`src/rtl/adc_regif_pkg.sv`:
```
package adc_regif_pkg;
  localparam logic [7:0]  OFF_RESULT = 8'h08;
  localparam logic [7:0]  OFF_SWITCH = 8'h18;
  localparam logic [7:0]  OFF_LOCK   = 8'h20;
  localparam logic [31:0] LOCK_KEY   = 32'h0000_00AA;
  localparam int SW_W   = 12;
  localparam int DATA_W = 16;

  // ready flag on top, sign copies between, sample at the bottom
  function automatic logic [31:0] pack_result(input logic rdy, input logic [DATA_W-1:0] d);
    return {rdy, {(31-DATA_W){d[DATA_W-1]}}, d};
  endfunction
endpackage

```
`src/rtl/adc_prescaler.sv`:
```
module adc_prescaler #(
  parameter int FAST_DIV = 4,
  parameter int SLOW_DIV = 16
) (
  input  logic clk,
  input  logic rst_n,
  input  logic div_slow,
  output logic tick
);
  localparam int CW = $clog2(SLOW_DIV);
  localparam logic [CW-1:0] LIM_FAST = CW'(FAST_DIV - 1);
  localparam logic [CW-1:0] LIM_SLOW = CW'(SLOW_DIV - 1);

  logic [CW-1:0] cnt;
  logic [CW-1:0] limit;

  assign limit = div_slow ? LIM_SLOW : LIM_FAST;
  assign tick  = (cnt >= limit);

  always_ff @(posedge clk) begin
    if (!rst_n)    cnt <= '0;
    else if (tick) cnt <= '0;
    else           cnt <= cnt + 1'b1;
  end

  // a tick is never followed by another in the next cycle
  a_r10_tick_gap: assert property (@(posedge clk) disable iff (!rst_n)
    tick |=> !tick);
endmodule

```
`src/rtl/adc_switch_gate.sv`:
```
module adc_switch_gate
  import adc_regif_pkg::*;
#(
  parameter int SETTLE_FAST = 256,
  parameter int SETTLE_SLOW = 256
) (
  input  logic            clk,
  input  logic            rst_n,
  input  logic            wr,
  input  logic [7:0]      addr,
  input  logic [31:0]     wdata,
  input  logic            tick,
  input  logic            div_slow,
  output logic [SW_W-1:0] sw_cfg,
  output logic            settle_done
);
  localparam int SMAX = (SETTLE_FAST > SETTLE_SLOW) ? SETTLE_FAST : SETTLE_SLOW;
  localparam int SW2  = $clog2(SMAX + 1);
  localparam logic [SW2-1:0] LOAD_FAST = SW2'(SETTLE_FAST);
  localparam logic [SW2-1:0] LOAD_SLOW = SW2'(SETTLE_SLOW);

  logic           gate_open;
  logic           accept;
  logic           locked_try;
  logic [SW2-1:0] settle_cnt;

  assign accept      = wr && (addr == OFF_SWITCH) && gate_open;
  assign locked_try  = wr && (addr == OFF_SWITCH) && !gate_open;
  assign settle_done = (settle_cnt == '0);

  always_ff @(posedge clk) begin
    if (!rst_n)  gate_open <= 1'b0;
    else if (wr) gate_open <= (addr == OFF_LOCK) && (wdata == LOCK_KEY);
  end

  always_ff @(posedge clk) begin
    if (!rst_n)      sw_cfg <= '0;
    else if (accept) sw_cfg <= wdata[SW_W-1:0];
  end

  always_ff @(posedge clk) begin
    if (!rst_n)                   settle_cnt <= '0;
    else if (accept)              settle_cnt <= div_slow ? LOAD_SLOW : LOAD_FAST;
    else if (tick && !settle_done) settle_cnt <= settle_cnt - 1'b1;
  end

  // a switch write with the gate closed leaves the register alone
  a_r5_locked_ignored: assert property (@(posedge clk) disable iff (!rst_n)
    locked_try |=> $stable(sw_cfg));
  // an accepted write consumes the key
  a_r4_key_consumed: assert property (@(posedge clk) disable iff (!rst_n)
    accept |=> !gate_open);
  // an accepted write always leaves a pending settle interval
  a_r9_settle_loaded: assert property (@(posedge clk) disable iff (!rst_n)
    accept |=> !settle_done);
endmodule

```
`src/rtl/adc_conv_ctrl.sv`:
```
module adc_conv_ctrl
  import adc_regif_pkg::*;
#(
  parameter int CONV_TICKS = 16
) (
  input  logic              clk,
  input  logic              rst_n,
  input  logic              trigger,
  input  logic              tick,
  input  logic              settle_done,
  input  logic [DATA_W-1:0] sample_in,
  output logic              ready,
  output logic [DATA_W-1:0] data
);
  localparam int CW = $clog2(CONV_TICKS + 1);
  localparam logic [CW-1:0] CONV_LOAD = CW'(CONV_TICKS);

  logic          busy;
  logic [CW-1:0] cnt;
  logic          finish;

  assign finish = busy && (cnt == '0) && settle_done;

  always_ff @(posedge clk) begin
    if (!rst_n) begin
      busy  <= 1'b0;
      cnt   <= '0;
      ready <= 1'b0;
      data  <= '0;
    end else if (trigger) begin
      busy  <= 1'b1;
      cnt   <= CONV_LOAD;
      ready <= 1'b0;
    end else if (finish) begin
      busy  <= 1'b0;
      ready <= 1'b1;
      data  <= sample_in;
    end else if (busy && tick && (cnt != '0)) begin
      cnt <= cnt - 1'b1;
    end
  end

  // a trigger always leaves the ready flag clear afterwards
  a_r6_ready_clears: assert property (@(posedge clk) disable iff (!rst_n)
    trigger |=> !ready);
  // ready only rises when settling had elapsed
  a_r9_no_early_done: assert property (@(posedge clk) disable iff (!rst_n)
    $rose(ready) |-> $past(settle_done));
  // captured data only changes when ready rises
  a_r7_data_on_done: assert property (@(posedge clk) disable iff (!rst_n)
    !$stable(data) |-> $rose(ready));
endmodule

```
`src/rtl/adc_regif.sv`:
```
module adc_regif
  import adc_regif_pkg::*;
#(
  parameter int FAST_DIV    = 4,
  parameter int SLOW_DIV    = 16,
  parameter int CONV_TICKS  = 16,
  parameter int SETTLE_FAST = 256,
  parameter int SETTLE_SLOW = 256
) (
  input  logic        clk,
  input  logic        rst_n,
  input  logic [7:0]  bus_addr,
  input  logic        bus_wr,
  input  logic [31:0] bus_wdata,
  input  logic        bus_rd,
  output logic [31:0] bus_rdata,
  input  logic        div_slow,
  input  logic [15:0] sample_in,
  output logic [11:0] sw_cfg
);
  logic              tick;
  logic              settle_done;
  logic              trigger;
  logic              ready;
  logic [DATA_W-1:0] data;

  assign trigger = bus_rd && (bus_addr == OFF_RESULT);

  adc_prescaler #(.FAST_DIV(FAST_DIV), .SLOW_DIV(SLOW_DIV)) u_presc (
    .clk(clk), .rst_n(rst_n), .div_slow(div_slow), .tick(tick));

  adc_switch_gate #(.SETTLE_FAST(SETTLE_FAST), .SETTLE_SLOW(SETTLE_SLOW)) u_gate (
    .clk(clk), .rst_n(rst_n), .wr(bus_wr), .addr(bus_addr), .wdata(bus_wdata),
    .tick(tick), .div_slow(div_slow), .sw_cfg(sw_cfg), .settle_done(settle_done));

  adc_conv_ctrl #(.CONV_TICKS(CONV_TICKS)) u_conv (
    .clk(clk), .rst_n(rst_n), .trigger(trigger), .tick(tick),
    .settle_done(settle_done), .sample_in(sample_in), .ready(ready), .data(data));

  always_comb begin
    bus_rdata = '0;
    if (bus_rd) begin
      case (bus_addr)
        OFF_RESULT: bus_rdata = pack_result(ready, data);
        OFF_SWITCH: bus_rdata = {{(32-SW_W){1'b0}}, sw_cfg};
        default:    bus_rdata = '0;
      endcase
    end
  end

  // the sign field always agrees with sample bit 15
  a_r2_sign_copy: assert property (@(posedge clk) disable iff (!rst_n)
    trigger |-> (bus_rdata[30:16] == {15{bus_rdata[15]}}));
  // idle bus reads zero
  a_r1_idle_zero: assert property (@(posedge clk) disable iff (!rst_n)
    !bus_rd |-> (bus_rdata == 32'h0));
endmodule

```
`config.mk`:
```
export PLATFORM = sky130hd
export DESIGN_NAME = adc_regif
export DESIGN_NICKNAME = d
export VERILOG_FILES = /design/src/rtl/adc_regif_pkg.sv /design/src/rtl/adc_prescaler.sv /design/src/rtl/adc_switch_gate.sv /design/src/rtl/adc_conv_ctrl.sv /design/src/rtl/adc_regif.sv
export SDC_FILE = /design/constraint.sdc
export NUM_CORES = 1
export LEC_CHECK = 0
export BUFFER_PORTS_ARGS = -buffer_cell sky130_fd_sc_hd__buf_4
export CORE_MARGIN = 2
export CORE_UTILIZATION = 50
export DETAILED_ROUTE_END_ITERATION = 10
export GPL_TIMING_DRIVEN = 0
export PLACE_DENSITY = 0.82
export SLEW_MARGIN = 40
export SYNTH_ARGS = -nofsm -noshare
export SYNTH_HDL_FRONTEND = slang
export SYNTH_SLANG_ARGS = --single-unit
```
`constraint.sdc`:
```
create_clock -name clk -period 8.1 [get_ports clk]
set_input_delay 2.025 -clock clk [delete_from_list [all_inputs] [get_ports clk]]
set_output_delay 2.025 -clock clk [all_outputs]
set_load 0.05 [all_outputs]
```
Word level (Yosys, flattened, before mapping) --
Cells that the tools add are included. Widths: inputs -> output; s select.
Word-level totals: output and inout bits 44, register bits after elaboration 49, word-level logic and storage cells 54
Operators by class: equality and inequality tests 5, bitwise logic cells 3, $add $sub $neg 3, multiplexer cells 10, reductions and logical operators 22, magnitude comparators 1
Operators by type and width (number):
- $pmux 32 s2 | 1
- $eq 32x8->1 const B | 1
- $mux 32 | 1
- $mux 9 | 2
- $mux 5 | 3
- $logic_and 1x1->1 | 9
- $logic_not 9->1 | 1
- $sub 9x1->9 const B | 1
- $eq 8x4->1 const B | 1
- $eq 8x5->1 const B | 1
- $eq 8x6->1 const B | 1
- $reduce_and 2->1 | 3
- $reduce_bool 2->1 | 3
- $reduce_or 2->1 | 3
- $logic_not 5->1 | 1
- $reduce_bool 5->1 | 1
- $sub 5x1->5 const B | 1
- $add 4x1->4 const B | 1
- $ge 4x4->1 | 1
- $mux 4 | 1
- $not 1->1 | 3
- $mux 1 | 2
- $ne 2x2->1 const B | 1
- $logic_not 1->1 | 1

Depth between registers and ports, before layout --
depth in word-level cells 7, gate-level depth with buffers 8, depth with buffers taken out 6

Cells and area by module --
A second synthesis with hierarchy kept.
Second synthesis, totals: cell total of the unflattened synthesis 291, area total of the unflattened synthesis 2693.8 µm²
By module, submodules not included:
- adc_switch_gate | area each 1069.8 µm², cells an instance 106, times used 1, sequential area each 440.4 µm²
- adc_conv_ctrl | area each 963.4 µm², cells an instance 107, times used 1, sequential area each 460.4 µm²
- adc_regif | area each 470.5 µm², cells an instance 58, times used 1, sequential area each 0.0 µm²
- adc_prescaler | area each 190.2 µm², cells an instance 20, times used 1, sequential area each 80.1 µm²

Worst setup path after synthesis --
Ideal clock, no wire load.
path kind input port to output port, start input port bus_addr[1], end output port bus_rdata[16], data arrival time 4.175 ns, buffers on the path 2, cell stages on the path 5, path slack 1.900 ns, path through or4_4 > nor4_4 > clkbuf_1 > and2_1 > buf_4
Between the ends: word-level cells in the longest chain between the ends 3, elaborated cells on any way between the ends 4, classes of those cells 2 x eq/ne; 2 x mux
Ends and longest elaborated chain:
- start, declared | RTL line adc_regif.sv:12 | input logic [7:0] bus_addr,
- $eq 8x5->1 / $eq 8x4->1 (equally long branches)
- $pmux 32 s2 (*) | RTL line adc_regif.sv:43 | case (bus_addr)
- $mux 32 (*) | RTL line adc_regif.sv:42 | if (bus_rd) begin
- end, declared | RTL line adc_regif.sv:16 | output logic [31:0] bus_rdata,
Every way passes the cells marked *; elsewhere a longest branch is shown, timed or not.

Worst setup path after layout --
start input port bus_addr[1], end output port bus_rdata[17]
Same word-level chain as after synthesis.

==> reports/results.txt <==
CP max stage cell - or4_4
Final min period - 6.44 ns
drt total wl - 6960 µm
CTS clk-pin slew, worst paths - 0.09 ns
total power - 435 µW
first drt pass iteration count - 4
Final setup viols - 0
dpl ws - 1.64 ns
fmax - 155 MHz
worst skew pair latency - 0.31 ns
vias per std cell - 5.48
Worst path depth - 7
first-iteration detailed-routing DRC count - 137
post_cts resized - 0
PortBufs - 103
H-tree levels - 2
R2R depth - 8
Final Slew Violations - 0
Synth Net Count - 349
unrepaired setup endpoints after global routing - false
Antenna Cells - 0
Post-CTS Hold Fix Bufs - 0
most common cell after layout, fill and taps aside - buf_4
Leak - 0.00156 µW
Clock Skew - 0.0100 ns
worst path bufs/invs - 4
Worst Hold Depth - 1
CP Data Required Time - 6.08 ns
via count - 2520
CP endpoint kind - primary output
Max-Slew Margin vs Limit - 63.9%
die width - 75.3 µm
CTS tree - done
Hold Crit Class - register to register
initial antenna violation count - 0
die height - 75.3 µm
row count - 25
fill cell count - 409
highest-count cells in the layout ignoring fill and taps - buf_4 (122), dfxtp_1 (49), o21ai_0 (25), nand3_1 (21), a21oi_1 (15)
CTS Buf Count - 5
syn_area_per_cell - 8.99 µm²
worst-margin pin slew - 0.534 ns
CORE AREA - 4820 µm²
Most common cell on crit path - buf_4
Yosys reg bits - 49
Critical Path Max Stage Delay - 0.55 ns
Routed WL per cell - 15.1 µm
setup TNS - 0 ns
DP HPWL - 5320 µm
startpoint class of the critical path - primary input
Peak VDD IR - 0.0873 mV
crit path max fanout - 16
critical path arrival - 4.41 ns
largest net degree at the start of global routing - 17
worst hold slack - 0.466 ns
first-pass GRT wire length - 10900 µm
Synth Flop Type - dfxtp_1
RD Place Congestion - 0.887
CP top delay family - simple AND/OR/NAND/NOR gates
max cap viols - 0
antenna viol nets, final - 0
nets - 459
gate count of the mapped netlist - 283
setup ws final - 1.66 ns
EDFF count, synth - 0
CP Cell Sequence - buf_4 > or4_4 > nor4_4 > clkbuf_1 > and2_1 > buf_4 > buf_4
kind of critical path - primary input to primary output
Unique masters post-synth - 44
status - complete, no violations
Initial Utilization - 52.8%
number of global-route vias before repair - 2364
gr ovfl total - 0
Fin. Hold Viols - 0
Max clock buf depth - 2
synthesis-to-layout area growth - 37.2%
asr flop ratio synth - 0%
sequential area share after synthesis - 38.5%
DRC Markers - 0
GRT Resource Usage Total - 25.4%
clock sink count - 49
Final Cycle Share - 79.5%
Ys Warns - 0
total power divided by cell area - 125 nW/µm²
Setup Fix Bufs, Post-CTS - 0
share of layout cells above drive strength 1 - 35.9%
synthesized cell area - 2540 µm²
root buf cell - clkbuf_8
Total Die Area - 5680 µm²
IO Count - 105
## where the power goes
group          internal (µW)  leakage [µW]  switching, µW
Clock                   67.7     0.0000433           83.2
Sequential               242      0.000395           1.22
Combinational           25.2       0.00112           15.2
## sequential cells by signal, indices dropped and copies added, names as in the netlist
name and count:
u_conv.ready 1, u_gate.settle_cnt 9, u_gate.sw_cfg 12, u_conv.data 16, u_conv.busy 1, u_presc.cnt 4, u_conv.cnt 5, u_gate.gate_open 1
## Yosys cell counts, drive strengths merged (2+ instances only)
library cell   n  area (µm²)
nand2b         2        12.5
mux2i         12         120
a21oi         15        75.1
nand4          2        12.5
nor3           2        10.0
o21ai         25         125
inv            9        33.8
a21boi        18         135
and2           6        37.5
nor2           8        30.0
ha             5        62.6
nor2b         12        75.1
a22o          12         105
or4           10        78.8
dfxtp         49         981
nor4b          3        26.3
nand3b         2        15.0
o31ai          5        37.5
clkbuf         9        35.0
nand2          3        13.8
and4           2        17.5
nand3         21         105
nor4bb         3        30.0
buf           24         174
nor4           7        58.8
or3            7        48.8
## path summary, 6_finish.rpt
path / to / slack (ns) / startpoint
max: bus_rdata[17] / 1.66 / bus_addr[1]
max reg2reg: u_conv.data[7]$_SDFFE_PN0P_ / 6.01 / u_conv.cnt[0]$_SDFFE_PP0P_
min reg2reg: u_presc.cnt[0]$_SDFF_PP0_ / 0.47 / u_presc.cnt[0]$_SDFF_PP0_
min: u_presc.cnt[0]$_SDFF_PP0_ / 0.47 / u_presc.cnt[0]$_SDFF_PP0_
## cells by family (layout without fill, tap and decap cells)
group / count (synthesis) / in the layout / share of synthesized area, %
compound gates: 79 / 79 / 20.1
xor+xnor: 2 / 2 / 0.688
fa+ha+maj: 5 / 5 / 2.46
buf+inv: 42 / 152 / 9.54
flops: 49 / 49 / 38.5
mux: 12 / 12 / 4.72
simple gates: 94 / 94 / 24.0
## area by class of cell
class                      instances  area (µm²)  share of cell area, %
multi-input combinational        192        1320                   37.8
clock buffer                       6        82.6                   2.36
buffer                            33         209                   5.98
sequential                        49         981                   28.1
clock inverter                     1        7.51                  0.215
inverter                           9        33.8                  0.967
timing repair buffer             103         773                   22.1
tap                               67        83.8                   2.40
## through the flow
| stage | instances | cell area (µm²) | utilization (%) |
|---|---|---|---|
| floorplan | 283 | 2540 | - |
| global route | 460 | 3490 | 72.5 |
| CTS | 460 | 3490 | 72.5 |
| detailed placement | 453 | 3400 | 70.6 |
| finish | 460 | 3490 | 72.5 |
| global placement | 453 | 3400 | 70.6 |
## metal layers
layer  vias up  track usage (%)  wire length (µm)
met5         -                0                 0
met4         0             5.46                59
met3         7             8.07               592
met2        96             42.9              3440
met1      1170             31.8              2870
li1       1247                -                 -
Power figures use the tool's default switching activity.
